File: config.mk
export PLATFORM = sky130hd
export DESIGN_NAME = cart_bank_ctrl
export DESIGN_NICKNAME = d
export VERILOG_FILES = /design/src/rtl/cart_bank_pkg.sv /design/src/rtl/cart_ctrl.sv /design/src/rtl/cart_clock_counter.sv /design/src/rtl/cart_clock_regs.sv /design/src/rtl/cart_bank_ctrl.sv
export SDC_FILE = /design/constraint.sdc
export NUM_CORES = 1
export LEC_CHECK = 0
export BUFFER_PORTS_ARGS = -buffer_cell sky130_fd_sc_hd__buf_2
export CAP_MARGIN = 20
export CORE_AREA = 2 2 105 107
export DETAILED_ROUTE_END_ITERATION = 8
export DIE_AREA = 0 0 107 109
export PLACE_DENSITY = 0.74
export SLEW_MARGIN = 20
export SYNTH_ARGS = -nofsm -noshare
export SYNTH_HDL_FRONTEND = slang
export SYNTH_SLANG_ARGS = --single-unit
export TNS_END_PERCENT = 1
File: constraint.sdc
create_clock -name clk -period 2.3 [get_ports clk]
set_input_delay 0.115 -clock clk [delete_from_list [all_inputs] [get_ports clk]]
set_output_delay 0.115 -clock clk [all_outputs]
set_load 0.1 [all_outputs]
File: src/rtl/cart_bank_pkg.sv
package cart_bank_pkg;
  localparam int CLK_REG_COUNT = 5;
  localparam int CLK_SEL_W     = 3;

  // strobes from control to the clock datapath
  typedef struct packed {
    logic                 latchNow;
    logic                 regWr;
    logic [CLK_SEL_W-1:0] regSel;
  } clkStrobe_t;
endpackage

File: src/rtl/cart_ctrl.sv
module cart_ctrl
  import cart_bank_pkg::*;
#(
  parameter int ROM_BANKS = 32,
  parameter int RAM_BANKS = 4,
  localparam int ROM_BW = $clog2(ROM_BANKS),
  localparam int RAM_BW = $clog2(RAM_BANKS)
) (
  input  logic                 clk,
  input  logic                 rstN,
  input  logic [15:0]          cpuAddr,
  input  logic [7:0]           cpuWrData,
  input  logic                 cpuWe,
  output logic [ROM_BW-1:0]    romBankEff,
  output logic [RAM_BW-1:0]    ramBank,
  output logic                 ramEn,
  output logic                 clkAccess,
  output logic [CLK_SEL_W-1:0] clkSel,
  output clkStrobe_t           strobe
);
  logic [6:0] romBank;
  logic       latched;
  logic       inWindow;
  logic [2:0] region;
  logic [6:0] bankReq;

  assign region   = cpuAddr[15:13];
  assign inWindow = (region == 3'b101);
  assign bankReq  = cpuWrData[6:0];

  always_ff @(posedge clk) begin
    if (!rstN) begin
      romBank   <= 7'd1;
      ramBank   <= '0;
      ramEn     <= 1'b0;
      clkAccess <= 1'b0;
      clkSel    <= '0;
      latched   <= 1'b0;
    end else if (cpuWe) begin
      case (region)
        3'd0: begin
          if (cpuWrData == 8'h0A)      ramEn <= 1'b1;
          else if (cpuWrData == 8'h00) ramEn <= 1'b0;
        end
        3'd1: romBank <= (bankReq == 7'd0) ? 7'd1 : bankReq;
        3'd2: begin
          if (cpuWrData < 8'(RAM_BANKS)) begin
            ramBank   <= cpuWrData[RAM_BW-1:0];
            clkAccess <= 1'b0;
          end else if (cpuWrData >= 8'h08 && cpuWrData <= 8'h0C) begin
            clkSel    <= CLK_SEL_W'(cpuWrData - 8'h08);
            clkAccess <= 1'b1;
          end
        end
        3'd3: begin
          if (cpuWrData == 8'h01)      latched <= 1'b1;
          else if (cpuWrData == 8'h00) latched <= 1'b0;
        end
        default: ;
      endcase
    end
  end

  assign romBankEff = romBank[ROM_BW-1:0];

  always_comb begin
    strobe.latchNow = cpuWe && region == 3'd3 && cpuWrData == 8'h01 && !latched;
    strobe.regWr    = cpuWe && inWindow && clkAccess;
    strobe.regSel   = clkSel;
  end


  rom_bank_nonzero_chk: assert property (@(posedge clk) disable iff (!rstN)
    romBank != 7'd0);


  ram_en_hold_chk: assert property (@(posedge clk) disable iff (!rstN)
    (cpuWe && region == 3'd0 && cpuWrData != 8'h00 && cpuWrData != 8'h0A)
    |=> ramEn == $past(ramEn));


  clk_sel_range_chk: assert property (@(posedge clk) disable iff (!rstN)
    clkSel <= CLK_SEL_W'(CLK_REG_COUNT - 1));
endmodule

File: src/rtl/cart_clock_counter.sv
module cart_clock_counter #(
  parameter int DAY_W = 9
) (
  input  logic             clk,
  input  logic             rstN,
  input  logic             tick,
  output logic [5:0]       sec,
  output logic [5:0]       min,
  output logic [4:0]       hour,
  output logic [DAY_W-1:0] day
);
  localparam logic [5:0] SEC_LAST  = 6'd59;
  localparam logic [5:0] MIN_LAST  = 6'd59;
  localparam logic [4:0] HOUR_LAST = 5'd23;

  always_ff @(posedge clk) begin
    if (!rstN) begin
      sec  <= '0;
      min  <= '0;
      hour <= '0;
      day  <= '0;
    end else if (tick) begin
      if (sec != SEC_LAST) sec <= sec + 6'd1;
      else begin
        sec <= '0;
        if (min != MIN_LAST) min <= min + 6'd1;
        else begin
          min <= '0;
          if (hour != HOUR_LAST) hour <= hour + 5'd1;
          else begin
            hour <= '0;
            day  <= day + 1'b1;
          end
        end
      end
    end
  end


  time_range_chk: assert property (@(posedge clk) disable iff (!rstN)
    sec <= SEC_LAST && min <= MIN_LAST && hour <= HOUR_LAST);


  day_wrap_chk: assert property (@(posedge clk) disable iff (!rstN)
    (tick && sec == SEC_LAST && min == MIN_LAST && hour == HOUR_LAST && (&day))
    |=> day == '0);
endmodule

File: src/rtl/cart_clock_regs.sv
module cart_clock_regs
  import cart_bank_pkg::*;
(
  input  logic                 clk,
  input  logic                 rstN,
  input  clkStrobe_t           strobe,
  input  logic [7:0]           wrData,
  input  logic [5:0]           sec,
  input  logic [5:0]           min,
  input  logic [4:0]           hour,
  input  logic [8:0]           day,
  output logic [7:0]           rdData
);
  logic [7:0] regs [CLK_REG_COUNT];

  always_ff @(posedge clk) begin
    if (!rstN) begin
      for (int i = 0; i < CLK_REG_COUNT; i++) regs[i] <= '0;
    end else if (strobe.latchNow) begin
      regs[0] <= {2'b00, sec};
      regs[1] <= {2'b00, min};
      regs[2] <= {3'b000, hour};
      regs[3] <= day[7:0];
      regs[4] <= {regs[4][7:4], 3'b000, day[8]};
    end else if (strobe.regWr) begin
      regs[strobe.regSel] <= wrData;
    end
  end

  assign rdData = (32'(strobe.regSel) < CLK_REG_COUNT) ? regs[strobe.regSel] : 8'hFF;


  latch_copy_chk: assert property (@(posedge clk) disable iff (!rstN)
    strobe.latchNow |=> regs[0] == {2'b00, $past(sec)} && regs[3] == $past(day[7:0]));


  ctrl_layout_chk: assert property (@(posedge clk) disable iff (!rstN)
    strobe.latchNow |=> regs[4][3:1] == 3'b000 && regs[4][7:4] == $past(regs[4][7:4]));
endmodule

File: src/rtl/cart_bank_ctrl.sv
module cart_bank_ctrl
  import cart_bank_pkg::*;
#(
  parameter int ROM_BANKS = 32,
  parameter int RAM_BANKS = 4,
  localparam int ROM_BW = $clog2(ROM_BANKS),
  localparam int RAM_BW = $clog2(RAM_BANKS),
  localparam int ROM_AW = ROM_BW + 14,
  localparam int RAM_AW = RAM_BW + 13
) (
  input  logic              clk,
  input  logic              rstN,
  input  logic              tick1Hz,
  input  logic [15:0]       cpuAddr,
  input  logic [7:0]        cpuWrData,
  input  logic              cpuWe,
  input  logic [7:0]        sramRdData,
  output logic [ROM_AW-1:0] romAddr,
  output logic [RAM_AW-1:0] ramAddr,
  output logic              sramWe,
  output logic [7:0]        cpuRdData
);
  logic [ROM_BW-1:0]    romBankEff;
  logic [RAM_BW-1:0]    ramBank;
  logic                 ramEn;
  logic                 clkAccess;
  logic [CLK_SEL_W-1:0] clkSel;
  clkStrobe_t           strobe;
  logic [5:0]           sec, min;
  logic [4:0]           hour;
  logic [8:0]           day;
  logic [7:0]           clkRdData;
  logic                 inWindow;

  cart_ctrl #(.ROM_BANKS(ROM_BANKS), .RAM_BANKS(RAM_BANKS)) uCtrl (
    .clk(clk), .rstN(rstN), .cpuAddr(cpuAddr), .cpuWrData(cpuWrData),
    .cpuWe(cpuWe), .romBankEff(romBankEff), .ramBank(ramBank), .ramEn(ramEn),
    .clkAccess(clkAccess), .clkSel(clkSel), .strobe(strobe)
  );

  cart_clock_counter #(.DAY_W(9)) uCount (
    .clk(clk), .rstN(rstN), .tick(tick1Hz),
    .sec(sec), .min(min), .hour(hour), .day(day)
  );

  cart_clock_regs uRegs (
    .clk(clk), .rstN(rstN), .strobe(strobe), .wrData(cpuWrData),
    .sec(sec), .min(min), .hour(hour), .day(day), .rdData(clkRdData)
  );

  assign inWindow = (cpuAddr[15:13] == 3'b101);
  assign romAddr  = cpuAddr[14] ? {romBankEff, cpuAddr[13:0]} : {{ROM_BW{1'b0}}, cpuAddr[13:0]};
  assign ramAddr  = {ramBank, cpuAddr[12:0]};
  assign sramWe   = cpuWe && inWindow && !clkAccess && ramEn;

  always_comb begin
    if (!inWindow)      cpuRdData = 8'hFF;
    else if (clkAccess) cpuRdData = clkRdData;
    else if (ramEn)     cpuRdData = sramRdData;
    else                cpuRdData = 8'hFF;
  end


  no_sram_on_clock_chk: assert property (@(posedge clk) disable iff (!rstN)
    strobe.regWr |-> !sramWe);
endmodule

==> results of run 1 <==
## layout make-up
cell class,instances,area share [%]
inverter,10,0.666
timing repair buffer,61,6.97
clock inverter,7,1.09
multi-input combinational,296,36.9
sequential,106,49.0
clock buffer,9,2.20
tap,140,3.11
## cells in the final DEF (no fill, tap or decap), types with 5 or more instances in the layout
cell type	count
dfxtp_1	42
or4_1	5
o22ai_1	13
a21oi_1	13
nand4_1	8
and2_1	6
nor3_1	13
nand2_1	44
inv_1	10
or3_1	5
nand3_1	17
edfxtp_1	64
o32ai_1	7
o21ai_0	12
mux2i_1	11
and3_1	5
buf_2	31
o2bb2ai_1	5
o21ai_1	5
mux4_2	16
nor4_1	7
nor2_1	39
buf_4	28
clkbuf_8	9
nand2b_1	8
## stage by stage
stage | setup slack (ns) | TNS, ns | hold WS (ns) | instance area, µm²
floorplan | -0.280 | -3.05 | 0.214 | 5220
global placement | 0.181 | 0 | 0.231 | 5410
detailed placement | 0.0813 | 0 | 0.231 | 5410
CTS | 0.00835 | 0 | 0.0482 | 5610
global route | 0.00519 | 0 | 0.0593 | 5640
finish | 0.126 | 0 | 0.0606 | 5640
## layer usage
| metal | global-route usage (%) | up-vias | wire length (µm) |
|---|---|---|---|
| met1 | 29.6 | 1836 | 5190 |
| met2 | 36.7 | 175 | 5950 |
| met5 | 0 | - | 11 |
| met3 | 4.60 | 31 | 896 |
| li1 | - | 1763 | - |
| met4 | 9.93 | 2 | 397 |
## synthesized netlist by cell type (12+ instances only)
master     n
buf_4     28
dfxtp_1   42
clkbuf_1  15
nor2_1    40
nand2_1   44
mux4_2    16
o22ai_1   13
o21ai_0   12
a21oi_1   13
nand3_1   18
edfxtp_1  64
nor3_1    13
## report_power, final
part	total (mW)	switching, mW	leakage [nW]	internal [mW]
sequential	2.05	0.0179	0.968	2.04
clock	1.09	0.674	0.0932	0.412
combinational	0.186	0.129	0.875	0.0573
## state kept, by name (all words and copies together) (netlist names), named ones only
register,flops
uCount.day,9
uCount.hour,5
uCount.min,6
uCount.sec,6
uCtrl.clkAccess,1
uCtrl.clkSel,3
uCtrl.latched,1
uCtrl.ramBank,2
uCtrl.ramEn,1
uCtrl.romBank,5
uRegs.regs,64
## timing repair
item                       4_1_cts  5_1_grt
hold endpoints to repair         0        0
setup endpoints to repair        7        8
setup buffers                    0        1
resized for setup                7        2
pin swaps                        0        1
gates cloned                     0        0
## final timing paths
kind	startpoint	end	slack, ns	cells after the start
worst max-delay path	uCtrl.clkSel[2]	cpuRdData[4]	0.13	6
worst min register to register	uCtrl.latched	uCtrl.latched	0.48	2
worst min-delay path	cpuWrData[7]	uRegs.regs[5][7]	0.06	1
worst max register to register	uCtrl.clkAccess	uRegs.regs[1][7]	0.20	4
## cell families (layout without fill, tap and decap cells)
| family | Yosys count | in the layout | share of synthesized area (%) |
|---|---|---|---|
| AOI/OAI and AO/OA | 74 | 74 | 9.52 |
| xor gates and xnor gates | 7 | 7 | 1.17 |
| DFF | 106 | 106 | 52.9 |
| adders and majority gates | 4 | 4 | 0.959 |
| and+or+nand+nor | 184 | 184 | 18.9 |
| buffers and inverters | 67 | 87 | 7.48 |
| muxes | 27 | 27 | 9.01 |
==> impl_results.md, run 1 <==
- Yosys warnings: 0
- CP cell instances: o21ai_0 > nand3b_1 > buf_4 > o22ai_1 > nor2_1 > buf_4
- Tcrit/Tclk final: a little over nine tenths
- First-pass GRT wire length: about 19 mm
- Number of H-tree levels: 3
- Family with the most delay on the worst path: flip-flops
- Most frequent CP cell: buf_4
- Via density: roughly 6
- First drt pass iteration count: 5
- Longest Clk Path Bufs: 2
- Remaining global-route overflow: 0
- Result of the run: completed
- Clk_skew: roughly 0.014 ns
- Ys flop type: edfxtp_1
- Final WL: approximately 12 mm
- Number of CTS-inserted buffers: 9
- Vias: 3807
- TritonCTS clock tree: done
- Antenna-violating nets left: 0
- Area grow syn2layout: 7.96%
- Final Hold Vio Count: 0
- Multi-input logic area: approximately 2100 µm²
- Avg Inst Size Synth: about 11 µm²
- CTS root buf: clkbuf_8
- Die height: 109 µm
- Startpoint types: flip-flop
- DRC: 0
- Critical Path Sink Type: output pin
- Post-Syn Nets: between 500 and 600
- Die area: between 10000 and 15000 µm²
- Fillers: between 800 and 900
- Die Wd: roughly 110 µm
- Hold Crit Class: in2reg
- Initial Util: between 40% and 50%
- Post-synth EDFFs: 64
- Core area: 10600 µm²
- Maximum vdd drop: 0.000271 V
- RSZ-0062 raised after global routing: no
- Initial antenna violation count: 1
- CP arrival: a little over 2 ns
- Yosys top cell by area: edfxtp_1
- Routability cong.: between 0.9 and 1
- Hpwl dp: 9.21 mm
- Asr flop ratio synth: 0%
- Fmax: roughly 0.46 GHz
- # IOs: just under 80
- Port bufs: 39
- Leakage: 1.94 nW
- Final min period: 2.17 ns
- Slew @ Worst Pin: 0.819 ns
- Sequential-to-total area share from yosys stat: 52.9%
- Largest cells by area after synthesis: edfxtp_1 37%, dfxtp_1 16%, mux4_2 6.9%, buf_4 4.0%, nand2_1 3.2%
- WL/cell: about 20 µm
- Max Slew Vio Count: 0
- Crit-path max cell delay: approximately 0.58 ns
- Cell count after synthesis: approximately 470
- Tot Pwr: around 3.3 mW
- CP required: about 2.2 ns
- ANT cells: 0
- Clk slew on worst S/H paths: 0.10 ns
- Final core occ: 53.2%
- Placed cells: just over 600
- Number of global-route vias before repair: ~3600
- Total Nets Final: approximately 520
- Netlist cell types: between 50 and 60
- #FFs+latches synth: approximately 110
- Worst-path fanout max: 12
- Critical path buffer and inverter count: 2
- Share of layout cells above drive strength 1: 22.1%
- Final setup fails: 0
- CP max stage cell: dfxtp_1
- Slew margin rel.: a little under half
- Synth top area share: roughly 37%
- Pwr dens: between 500 and 600 nW/µm²
- Register area: roughly 2800 µm²
- Largest net degree at the start of global routing: 33
- # clock sinks: 106
- Row Count: 38
- Max-cap viol count: 0
- Clk Latency, worst-skew pair: between 0.3 and 0.4 ns
- Synth Cell Area: 5220 µm²
- WS Path Type: reg2out
- Hold Buf Count CTS: 0
- Layout Cells excl Fill: between 600 and 700
- DRT iter0 DRCs: approximately 450
- Global Route Usage Sum: between 20% and 30%
(Power assumes the default switching activity.)
==> run 2, diff against run 1 <==
--- a/config.mk
+++ b/config.mk
@@ -8,6 +8,7 @@
 export BUFFER_PORTS_ARGS = -buffer_cell sky130_fd_sc_hd__buf_2
 export CAP_MARGIN = 20
 export CORE_AREA = 2 2 105 107
+export CTS_BUF_LIST = sky130_fd_sc_hd__clkbuf_16
 export DETAILED_ROUTE_END_ITERATION = 8
 export DIE_AREA = 0 0 107 109
 export PLACE_DENSITY = 0.74
==> constraint.sdc (replaced) <==
create_clock -name clk -period 2.3 [get_ports clk]
set_input_delay 0.345 -clock clk [delete_from_list [all_inputs] [get_ports clk]]
set_output_delay 0.345 -clock clk [all_outputs]
set_load 0.1 [all_outputs]
==> impl_results.md, run 2 (synthesized netlist as in run 1, its figures left out) <==
- DRT iter0 DRCs: 401 (-11%)
- Dpl ws: -0.0680 ns (-0.149 ns)
- Internal Pwr Total: 2.86 mW (+14%)
- CTS root buf: clkbuf_16
- CP arrival: 1.92 ns (-0.14 ns)
- Final WL: 12.9 mm (+3.4%)
- Fmax: 0.442 GHz (-4.0%)
- Final WS setup: 0.0354 ns (-0.0910 ns)
- Placed cells: 627 (+2.5%)
- Result of the run: completed
- Pwr dens: 626 nW/µm² (+6.0%)
- Number of CTS-inserted buffers: 9 (unchanged)
- Sw Share: 23.2% (-1.5 points)
- DRC: 0 (unchanged)
- Clk slew on worst S/H paths: 0.07 ns (-0.03 ns)
- Startpoint types: flip-flop
- Maximum vdd drop: 0.000324 V (+20%)
- Hpwl dp: 9.32 mm (+1.3%)
- Sequential power share: 55.0% (-6.7 points)
- Final min period: 2.26 ns (+0.0910 ns)
- Setup slack, reg-to-reg: 0.14 ns (-0.06 ns)
- Routability cong.: 0.896 (-5.5%)
- Area grow syn2layout: 14.0%
- Final core occ: 56.1% (+3.0 points)
- Clk Latency, worst-skew pair: 0.35 ns (-0.04 ns)
- Comb pwr share: 5.6% (about the same)
- WL/cell: 19.9 µm (+0.88%)
- Tot Pwr: 3.73 mW (+12%)
- Largest net degree at the start of global routing: 47 (+42%)
- Global Route Usage Sum: 22.9% (+0.33 points)
- ANT cells: 0 (unchanged)
- Die height: 109 µm (unchanged)
- Clk_skew: 0.00840 ns (-0.00583 ns)
- NetSw: 0.865 mW (+5.4%)
- Total Nets Final: 540 (+3.1%)
- Hold Crit Class: in2reg
- # IOs: 79 (unchanged)
- Tcrit/Tclk final: 98.5% (+4.0 points)
- Hold Buf Count CTS: 0 (unchanged)
- WS Path Type: reg2out
- Hold path start: tick1Hz
- R2R cell count: 4 (unchanged)
- Slew @ Worst Pin: 0.826 ns (+0.00746 ns)
- Slew margin rel.: 44.8% (-0.50 points)
- Longest Clk Path Bufs: 2 (unchanged)
- Die area: 11700 µm² (unchanged)
- First-pass GRT wire length: 19.9 mm (+2.3%)
- Vias: 3894 (+2.3%)
- Layout Cells excl Fill: 645 (+2.5%)
- Hold path depth: 3 (+2)
- Leakage: 2.08 nW (+7.7%)
- First drt pass iteration count: 5 (unchanged)
- Setup TNS: 0 ns (unchanged)
- Remaining global-route overflow: 0 (unchanged)
- Final Hold Vio Count: 0 (unchanged)
- Core area: 10600 µm² (unchanged)
- Number of global-route vias before repair: 3734 (+4.2%)
- DP Area: 5570 µm² (+2.9%)
- Max reg flops: 64 (unchanged)
- Share of layout cells above drive strength 1: 27.9% (+5.8 points)
- TritonCTS clock tree: done
- Largest Register: uRegs.regs
- Via density: 6.04 (-0.25%)
- Die Wd: 107 µm (unchanged)
- Reg2reg start: uCtrl.clkAccess
- Number of H-tree levels: 3 (unchanged)
- CP required: 1.96 ns (-0.22 ns)
- Most common cell after layout, fill and taps aside: edfxtp_1
- Max-cap viol count: 0 (unchanged)
- Worst r2r dst: uRegs.regs[1][4]
- Worst-path fanout max: 8 (-4)
- Row Count: 38 (unchanged)
- # clock sinks: 106 (unchanged)
- Final instance area: 5950 µm² (+5.6%)
- WHS Endpoint: uCount.sec[0]
- Antenna-violating nets left: 0 (unchanged)
- Final setup fails: 0 (unchanged)
- Max Slew Vio Count: 0 (unchanged)
- Largest registers: uRegs.regs (64), uCount.day (9)
- Initial Util: 49.2% (unchanged)
- Initial antenna violation count: 0 (-1)
- Port bufs: 39 (unchanged)
- Clock power share: 39.4% (+6.7 points)
- Hold_ws: 0.334 ns (+0.274 ns)
- Most frequent cells in the layout: 64 x edfxtp_1, 44 x nand2_1, 44 x buf_4
- Critical Path Sink Type: output pin
-- run 2: how the worst max path moves through the flow --
| stage | slack (ns) | startpoint | endpoint | depth (start not counted) |
|---|---|---|---|---|
| 2_1_floorplan | -0.22 | cpuAddr[14] | uRegs.regs[0][0] | 4 |
| 3_3_place_gp | -0.08 | cpuAddr[14] | uRegs.regs[0][6] | 4 |
| 3_5_place_dp | -0.07 | cpuAddr[14] | uRegs.regs[5][6] | 4 |
| 4_1_cts | 0.0004 | flip-flop | cpuRdData[5] | 5 |
| 5_1_grt | -0.02 | flip-flop | cpuRdData[7] | 5 |
| 6_report | 0.04 | flip-flop | cpuRdData[5] | 5 |
-- run 2: area by class of cell --
class	count	area [µm²]
clock inverters	7	61.3
repair buffers	77	546
inverters	10	37.5
fillers	882	4650
well taps	140	175
clock buffers	9	225
flip-flops and latches	106	2770
multi-input cells	296	2140
-- run 2: power by group through the flow --
stage / Combinational [mW] / Sequential (mW) / Clock [mW]
global placement: 0.200 / 2.09 / 0
global route: 0.222 / 2.05 / 1.55
detailed placement: 0.205 / 2.09 / 0
floorplan: 0.326 / 2.09 / 0
finish: 0.209 / 2.05 / 1.47
CTS: 0.206 / 2.05 / 1.48
-- run 2: per-layer routing --
| layer | GRT usage [%] | share of wire (%) | wire [µm] |
|---|---|---|---|
| met5 | 0 | 0 | 0 |
| met4 | 10.6 | 3.0 | 387 |
| met3 | 3.23 | 6.6 | 854 |
| met2 | 38.6 | 50 | 6400 |
| met1 | 29.5 | 41 | 5230 |
-- run 2: worst max-delay path, cell delays in order (launching register included) --
cell and delay, ns:
dfxtp_2 0.40, clkbuf_16 0.19, mux4_2 0.54, o22ai_2 0.16
nor2_2 0.05, buf_4 0.23
-- run 2: what timing repair did --
action | in CTS | in global routing
gates resized for setup | 11 | 9
buffers inserted | 1 | 0
pin swaps | 1 | 0
endpoints found under the setup margin | 8 | 9
gates cloned | 0 | 1
